<file path="src/rtl/secded_pkg.sv">
package secded_pkg;

    localparam int DATA_W = 8;
    localparam int CHK_W  = 4;
    localparam int CW_W   = DATA_W + CHK_W;

    typedef enum logic [1:0] {
        EC_CLEAN  = 2'd0,
        EC_SINGLE = 2'd1,
        EC_DOUBLE = 2'd2
    } ecc_class_e;

    // Codeword position (1-based) of data bit idx: the idx-th position
    // that is not a power of two.
    function automatic int dpos(input int idx);
        int cnt;
        int res;
        cnt = 0;
        res = 0;
        for (int p = 1; p <= CW_W; p++) begin
            if ((p & (p - 1)) != 0) begin
                if (cnt == idx) res = p;
                cnt++;
            end
        end
        return res;
    endfunction

    // Positions covered by check bit k: those whose number has bit k set.
    function automatic logic [CW_W:1] cover_mask(input int k);
        logic [CW_W:1] m;
        m = '0;
        for (int p = 1; p <= CW_W; p++) begin
            m[p] = ((p >> k) & 1) == 1;
        end
        return m;
    endfunction

endpackage

</file>
<file path="src/rtl/secded_enc.sv">
module secded_enc
    import secded_pkg::*;
(
    input  logic [DATA_W-1:0] data_i,
    output logic [CHK_W-1:0]  chk_o,
    output logic              par_o
);

    logic [CW_W:1] pos_vec;

    // Scatter data bits into their codeword positions; check slots stay 0.
    always_comb begin
        pos_vec = '0;
        for (int i = 0; i < DATA_W; i++) begin
            pos_vec[dpos(i)] = data_i[i];
        end
    end

    for (genvar k = 0; k < CHK_W; k++) begin : g_chk
        assign chk_o[k] = ^(pos_vec & cover_mask(k));
    end

    assign par_o = ^{data_i, chk_o};

endmodule

</file>
<file path="src/rtl/secded_dec.sv">
module secded_dec
    import secded_pkg::*;
(
    input  logic [DATA_W-1:0] data_i,
    input  logic [CHK_W-1:0]  chk_i,
    input  logic              par_i,
    output logic [DATA_W-1:0] data_o,
    output logic [CHK_W-1:0]  syn_o,
    output ecc_class_e        cls_o
);

    logic [CHK_W-1:0] re_chk;
    logic             re_par;
    logic             par_odd;
    logic             syn_nz;
    logic             fix_en;

    secded_enc u_reenc (
        .data_i (data_i),
        .chk_o  (re_chk),
        .par_o  (re_par)
    );

    assign syn_o   = re_chk ^ chk_i;
    assign syn_nz  = |syn_o;
    // Total parity of the received 13 bits, folded through the recomputed word.
    assign par_odd = re_par ^ par_i ^ (^syn_o);

    always_comb begin
        unique case ({syn_nz, par_odd})
            2'b00:   cls_o = EC_CLEAN;
            2'b01:   cls_o = EC_SINGLE;
            2'b11:   cls_o = EC_SINGLE;
            default: cls_o = EC_DOUBLE;
        endcase
    end

    assign fix_en = (cls_o == EC_SINGLE) && syn_nz;

    for (genvar i = 0; i < DATA_W; i++) begin : g_fix
        assign data_o[i] = data_i[i] ^ (fix_en && (syn_o == CHK_W'(dpos(i))));
    end

endmodule

</file>
<file path="src/rtl/secded_codec.sv">
module secded_codec
    import secded_pkg::*;
(
    input  logic              clk,
    input  logic              rst_n,
    input  logic              wr_valid,
    input  logic [DATA_W-1:0] wr_data,
    output logic              wr_out_valid,
    output logic [CHK_W-1:0]  wr_chk,
    output logic              wr_par,
    input  logic              rd_valid,
    input  logic [DATA_W-1:0] rd_data,
    input  logic [CHK_W-1:0]  rd_chk,
    input  logic              rd_par,
    output logic              rd_out_valid,
    output logic [DATA_W-1:0] rd_out_data,
    output logic [CHK_W-1:0]  rd_out_syn,
    output logic              rd_single,
    output logic              rd_double
);

    logic [CHK_W-1:0]  enc_chk;
    logic              enc_par;
    logic [DATA_W-1:0] dec_data;
    logic [CHK_W-1:0]  dec_syn;
    ecc_class_e        dec_cls;
    logic              nxt_single;
    logic              nxt_double;

    secded_enc u_wr_enc (
        .data_i (wr_data),
        .chk_o  (enc_chk),
        .par_o  (enc_par)
    );

    secded_dec u_rd_dec (
        .data_i (rd_data),
        .chk_i  (rd_chk),
        .par_i  (rd_par),
        .data_o (dec_data),
        .syn_o  (dec_syn),
        .cls_o  (dec_cls)
    );

    always_comb begin
        unique case (dec_cls)
            EC_SINGLE: begin nxt_single = 1'b1; nxt_double = 1'b0; end
            EC_DOUBLE: begin nxt_single = 1'b0; nxt_double = 1'b1; end
            default:   begin nxt_single = 1'b0; nxt_double = 1'b0; end
        endcase
    end

    always_ff @(posedge clk or negedge rst_n) begin
        if (!rst_n) begin
            wr_out_valid <= 1'b0;
            wr_chk       <= '0;
            wr_par       <= 1'b0;
        end else begin
            wr_out_valid <= wr_valid;
            if (wr_valid) begin
                wr_chk <= enc_chk;
                wr_par <= enc_par;
            end
        end
    end

    always_ff @(posedge clk or negedge rst_n) begin
        if (!rst_n) begin
            rd_out_valid <= 1'b0;
            rd_out_data  <= '0;
            rd_out_syn   <= '0;
            rd_single    <= 1'b0;
            rd_double    <= 1'b0;
        end else begin
            rd_out_valid <= rd_valid;
            if (rd_valid) begin
                rd_out_data <= dec_data;
                rd_out_syn  <= dec_syn;
                rd_single   <= nxt_single;
                rd_double   <= nxt_double;
            end
        end
    end

endmodule

</file>
<file path="config.mk">
export PLATFORM = sky130hd
export DESIGN_NAME = secded_codec
export DESIGN_NICKNAME = d
export VERILOG_FILES = /design/src/rtl/secded_pkg.sv /design/src/rtl/secded_enc.sv /design/src/rtl/secded_dec.sv /design/src/rtl/secded_codec.sv
export SDC_FILE = /design/constraint.sdc
export NUM_CORES = 1
export LEC_CHECK = 0
export ABC_CLOCK_PERIOD_IN_PS = 900
export BUFFER_PORTS_ARGS = -buffer_cell sky130_fd_sc_hd__buf_2
export CAP_MARGIN = 20
export CORE_MARGIN = 2
export CORE_UTILIZATION = 45
export CTS_CLUSTER_SIZE = 40
export DETAILED_ROUTE_END_ITERATION = 8
export GPL_TIMING_DRIVEN = 1
export PLACE_DENSITY = 0.75
export SYNTH_ARGS = -nofsm -noshare
export SYNTH_HDL_FRONTEND = slang
export SYNTH_SLANG_ARGS = --single-unit
</file>
<file path="constraint.sdc">
create_clock -name clk -period 0.9 [get_ports clk]
set_clock_uncertainty 0.1 [all_clocks]
set_input_delay 0.18 -clock clk [delete_from_list [all_inputs] [get_ports clk]]
set_output_delay 0.18 -clock clk [all_outputs]
set_load 0.02 [all_outputs]
</file>
---- After elaboration in Yosys (flattened, before gate mapping) ----
Index checks and enable logic that the tools add are counted.
operators by class
  equality and inequality tests ........... 12
  multiplexer cells ....................... 3
  bitwise gates (word level) .............. 11
  reduce and logical (&&, ||, !) cells .... 23
operators by type and width
  cell                  count
  $reduce_xor A12 Y1    10
  $eq A4 B4 Y1 const B  4
  $eq A4 B3 Y1 const B  3
  $xor A1 B1 Y1         10
  $logic_and A1 B1 Y1   9
  $eq A2 B1 Y1 const B  2
  $eq A2 B2 Y1 const B  2
  $eq A4 B2 Y1 const B  1
  $pmux W2 S2           1
  $reduce_or A4 Y1      1
  $reduce_xor A4 Y1     1
  $xor A4 B4 Y4         1
  $logic_not A2 Y1      1
  $mux W1               2
  $reduce_or A2 Y1      1
storage, ports and cells
  register bits after elaboration ......... 21
  input port bits ......................... 25
  logic and storage cells ................. 57

---- Longest topological paths before layout ----
  depth in word-level cells ............... 11
  mapped depth ............................ 5
  mapped depth without buffers ............ 5

---- By module ----
Synthesis repeated with hierarchy kept, for this count alone.
second synthesis, totals
  cells, all modules ...................... 111
  area total of the unflattened synthesis .. 1371.3 µm²
by module, submodules not included
  module        times used  cells an instance  area each (µm²)  sequential area each (µm²)
  secded_codec  1           46                 803.3            525.5
  secded_dec    1           39                 310.3            0.0
  secded_enc    2           13                 128.9            0.0

---- Least setup slack after synthesis ----
No wires, ideal clock.
  path type ............................... in2reg
  from .................................... in rd_data[7]
  to ...................................... reg rd_out_data[0]
  arrival ................................. 1.652 ns
  required time ........................... 0.718 ns
  path slack .............................. -0.934 ns
  stages on the path ...................... 5
  cell sequence ........................... xnor3_1 -> xnor3_1 -> or3_1 -> or3_1 -> a31oi_1
on the way
  cells in the longest elaborated chain, start to end .. 11
RTL lines
  what                                                 line                                RTL
  start, declared                                      secded_codec.sv:12                  input logic [DATA_W-1:0] rd_data,
  $reduce_xor A12 Y1                                   secded_enc.sv:20                    assign chk_o[k] = ^(pos_vec & cover_mask(k));
  $reduce_xor A12 Y1 or $xor A4 B4 Y4 (tied branches)  secded_enc.sv:23, secded_dec.sv:24
  $xor A1 B1 Y1 or $reduce_xor A4 Y1 (tied branches)   secded_dec.sv:27                    assign par_odd = re_par ^ par_i ^ (^syn_o);
  $xor A1 B1 Y1                                        secded_dec.sv:27
  $eq A2 B1 Y1 or $eq A2 B2 Y1 (tied branches)         secded_dec.sv:30                    unique case ({syn_nz, par_odd})
  $reduce_or A2 Y1 (no line)                           n/a
  $pmux W2 S2                                          secded_dec.sv:30
  $eq A2 B1 Y1                                         secded_dec.sv:38                    assign fix_en = (cls_o == EC_SINGLE) && syn_nz;
  $logic_and A1 B1 Y1                                  secded_dec.sv:38
  $logic_and A1 B1 Y1 (*)                              secded_dec.sv:41                    assign data_o[i] = data_i[i] ^ (fix_en && (syn_o == CHK_W'(dpos(i))));
  $xor A1 B1 Y1 (*)                                    secded_dec.sv:41
  end signal, assigned                                 secded_codec.sv:77                  rd_out_data <= dec_data;
  end, declared                                        secded_codec.sv:16                  output logic [DATA_W-1:0] rd_out_data,
Mark *: on every way between the ends. The rest lies on a longest branch, timed or not.
A chain may end at the register's enable or synchronous reset.

---- Final worst setup path ----
  from .................................... in rd_par
  to ...................................... reg rd_out_data[0]
on the way
  cells in the longest elaborated chain, start to end .. 9
RTL lines
  what                                          line                RTL
  start, declared                               secded_codec.sv:14  input logic rd_par,
  $xor A1 B1 Y1 (*) (2 in series)               secded_dec.sv:27
  $eq A2 B1 Y1 or $eq A2 B2 Y1 (tied branches)  secded_dec.sv:30
  $reduce_or A2 Y1 (no line)                    n/a
  $pmux W2 S2 (*)                               secded_dec.sv:30
  $eq A2 B1 Y1 (*)                              secded_dec.sv:38
  $logic_and A1 B1 Y1 (*)                       secded_dec.sv:38
  $logic_and A1 B1 Y1 (*)                       secded_dec.sv:41
  $xor A1 B1 Y1 (*)                             secded_dec.sv:41
Marked as above.

==> results_dict.tcl <==
set metrics [dict create \
    synth-xor-area-share 0.343 \
    syn_nets 147 \
    r2r_cells 3 \
    pre_cts_slack_ps -1150 \
    maxCapViolCount 0 \
    max-slew-margin-rel 0.773 \
    cp.required_ps 1040 \
    die_area_um2 3530 \
    grt_util_met1 0.337 \
    wl_per_cell_um 19.8 \
    numCtsBuffers 3 \
    worst_slack_ps -759 \
    syn_inst 122 \
    p_sw_frac 0.373 \
    synth_common_cells "dfrtp_1, xnor2_1, nor2_1" \
    finalPower_mw 4.91 \
    syn_area_per_cell_um2 11.3 \
    status "finished, violations left" \
    clock_latency_ps 320 \
    vias 1418 \
    synth_compound_area_frac 0.0896 \
    cp.arrival_ps 1800 \
    power_density_nw_per_um2 1830 \
    ys_top_cells_by_area "dfrtp_1, xnor3_1, xnor2_1, mux2_2, xnor2_2" \
    row_count 20 \
    yosys.area.top_type "dfrtp_1" \
    power_frac_seq 0.272 \
    wl_um 5180 \
    pwr-share-clk 0.097 \
    fin_crit_ps 1660 \
    maxSlewViolCount 0 \
    fin_cells 262 \
    finalSetupTns_ps -14190 \
    top_usage_layer "met2" \
    hold-path-cell-count 2 \
    finalCritPeriodShare 1.84 \
    gp_congestion 0.809 \
    min_path_type "in -> reg" \
    clockBufferDepth 2 \
    worst_setup_path_end_kind "flop" \
    placed_area_um2 2040 \
    drive_gt1_frac 0.659 \
    nets 255 \
    grt.overflow.total 0 \
    yosysSeqAreaShare 0.380 \
    cts_tree "built" \
    comb_power_share 0.631 \
    grt_pass1_wl_um 6880 \
    antenna_cells 0 \
    grt_pass1_vias 1428 \
    core-area_um2 2980 \
    irDropWorstVdd_mv 1.08 \
    grt_usage 0.270 \
    finalSetupViolCount 39 \
    synth_edf_count 0 \
    cp-start-kind "primary input" \
    critical_path_class "in -> reg" \
    via_per_inst 5.41 \
    synthFlopType "dfrtp_1" \
    synth.top_cell.area_share 0.380 \
    place_inst 231 \
    ys_ff_latch 21 \
    clock_sinks 21 \
    rsz0062_at_grt "true" \
    first_iter_violations 60 \
    chipHeight_um 59.4 \
    post-dp-hpwl_um 2870 \
    hold_ws_ps 65.8 \
    synth.most_common_cell "dfrtp_1" \
    use_met2 0.471 \
    worstPathMaxFanout 2 \
    clockRootBuffer "clkbuf_4" \
    muxShareOfSynthArea 0.0489 \
    tightest_slew_ps 336 \
    async_reset_ff_frac 1.00 \
    drtAntennaViolNets 0 \
    portBuffers 45 \
    hold_violations 0 \
    final_area_um2 2680 \
    ios 46 \
    first_pass_iters 4 \
    initial_utilization 0.464 \
    die_x_um 59.4 \
    synth_warnings 0 \
    synth_cell_types 28 \
    final_core_util 0.900 \
    grtUsageMet3 0.0349 \
    failed_checks "setup timing" \
    fmax_mhz 603 \
    antenna_found_initial 0 \
    drc 0 \
    p_switching_mw 1.83 \
    netlist_area_um2 1380 \
    cellLeakagePower_nw 1.26 \
    synth_top_family_by_area "XOR/XNOR gates" \
    synth_fa_ha_area_frac 0 \
    h-tree-depth 1 \
    grt_start_max_net_pins 22 \
    synthSimpleGateAreaFrac 0.125 \
    area_delta_synth_final_pct 93.9 \
    clkTransAtPathRegs_ps 130 \
    intPower_mw 3.08 \
]
## routing by layer
metal  vias up  wire, µm
li1        641         -
met1       696      1940
met2        62      2770
met3        19       292
met4         0       169
met5         -         0
## registers in the layout (all words and copies together), names as in the netlist
signal,flops
rd_out_data,8
rd_out_syn,4
wr_chk,4
rd_double,1
rd_out_valid,1
rd_single,1
wr_out_valid,1
wr_par,1
## worst max-delay path: stages
cell and delay [ps]:
buf_6 90, xnor3_2 420, xnor3_1 240, or3_1 370, or3_1 330, a31oi_1 180
## repair_timing
item / 4_1_cts / 5_1_grt
endpoints found under the setup margin: 38 / 38
buffers inserted: 16 / 12
pin swaps: 26 / 13
gates resized for setup: 80 / 23
hold buffers: 2 / 0
endpoints found under the hold margin: 22 / 0
## cells in the final DEF, fill, tap and decap left out, types with 6 or more instances in the layout
| cell | synthesis | routed |
|---|---|---|
| buf_2 | 0 | 16 |
| dfrtp_1 | 21 | 21 |
| buf_6 | 0 | 34 |
| or3_1 | 8 | 7 |
| buf_4 | 0 | 48 |
| xnor2_4 | 1 | 8 |
| xnor2_2 | 4 | 6 |
| o21ai_0 | 7 | 6 |
| nor2_1 | 13 | 12 |
| xnor3_2 | 1 | 6 |
| xnor2_1 | 16 | 7 |
| a31oi_1 | 8 | 6 |
## kinds of logic after synthesis
family | count (synthesis)
simple gates | 33
flops | 21
mux | 6
compound gates | 22
xor+xnor | 35
buf+inv | 5
## final timing paths
kind	end	slack, ps	startpoint
worst max-delay path	rd_out_data[0]	-760	rd_par
worst min-delay path	rd_out_valid	70	rd_valid
worst max register to register	rd_out_data[7]	-250	rd_out_data[7]
worst min register to register	wr_chk[1]	470	wr_chk[1]
max in group asynchronous	wr_out_valid	320	rst_n
min in group asynchronous	rd_single	230	rst_n
## final cells by class
type	instances	area (µm²)
Tap cell	33	41.3
Clock buffer	3	22.5
Timing Repair Buffer	107	963
Multi-Input combinational cell	96	1120
Clock inverter	1	5.00
Inverter	1	3.75
Sequential cell	21	526
Fill cell	110	297
## power by group through the flow
stage               Combinational, mW  Clock [mW]  Sequential [mW]
finish                           3.10       0.478             1.34
global route                     3.24       0.529             1.35
CTS                              2.72       0.489             1.32
detailed placement               2.01           0             1.28
global placement                 1.94           0             1.27
floorplan                       0.946           0             1.54
Note: power is estimated with default switching activity, not from simulation.
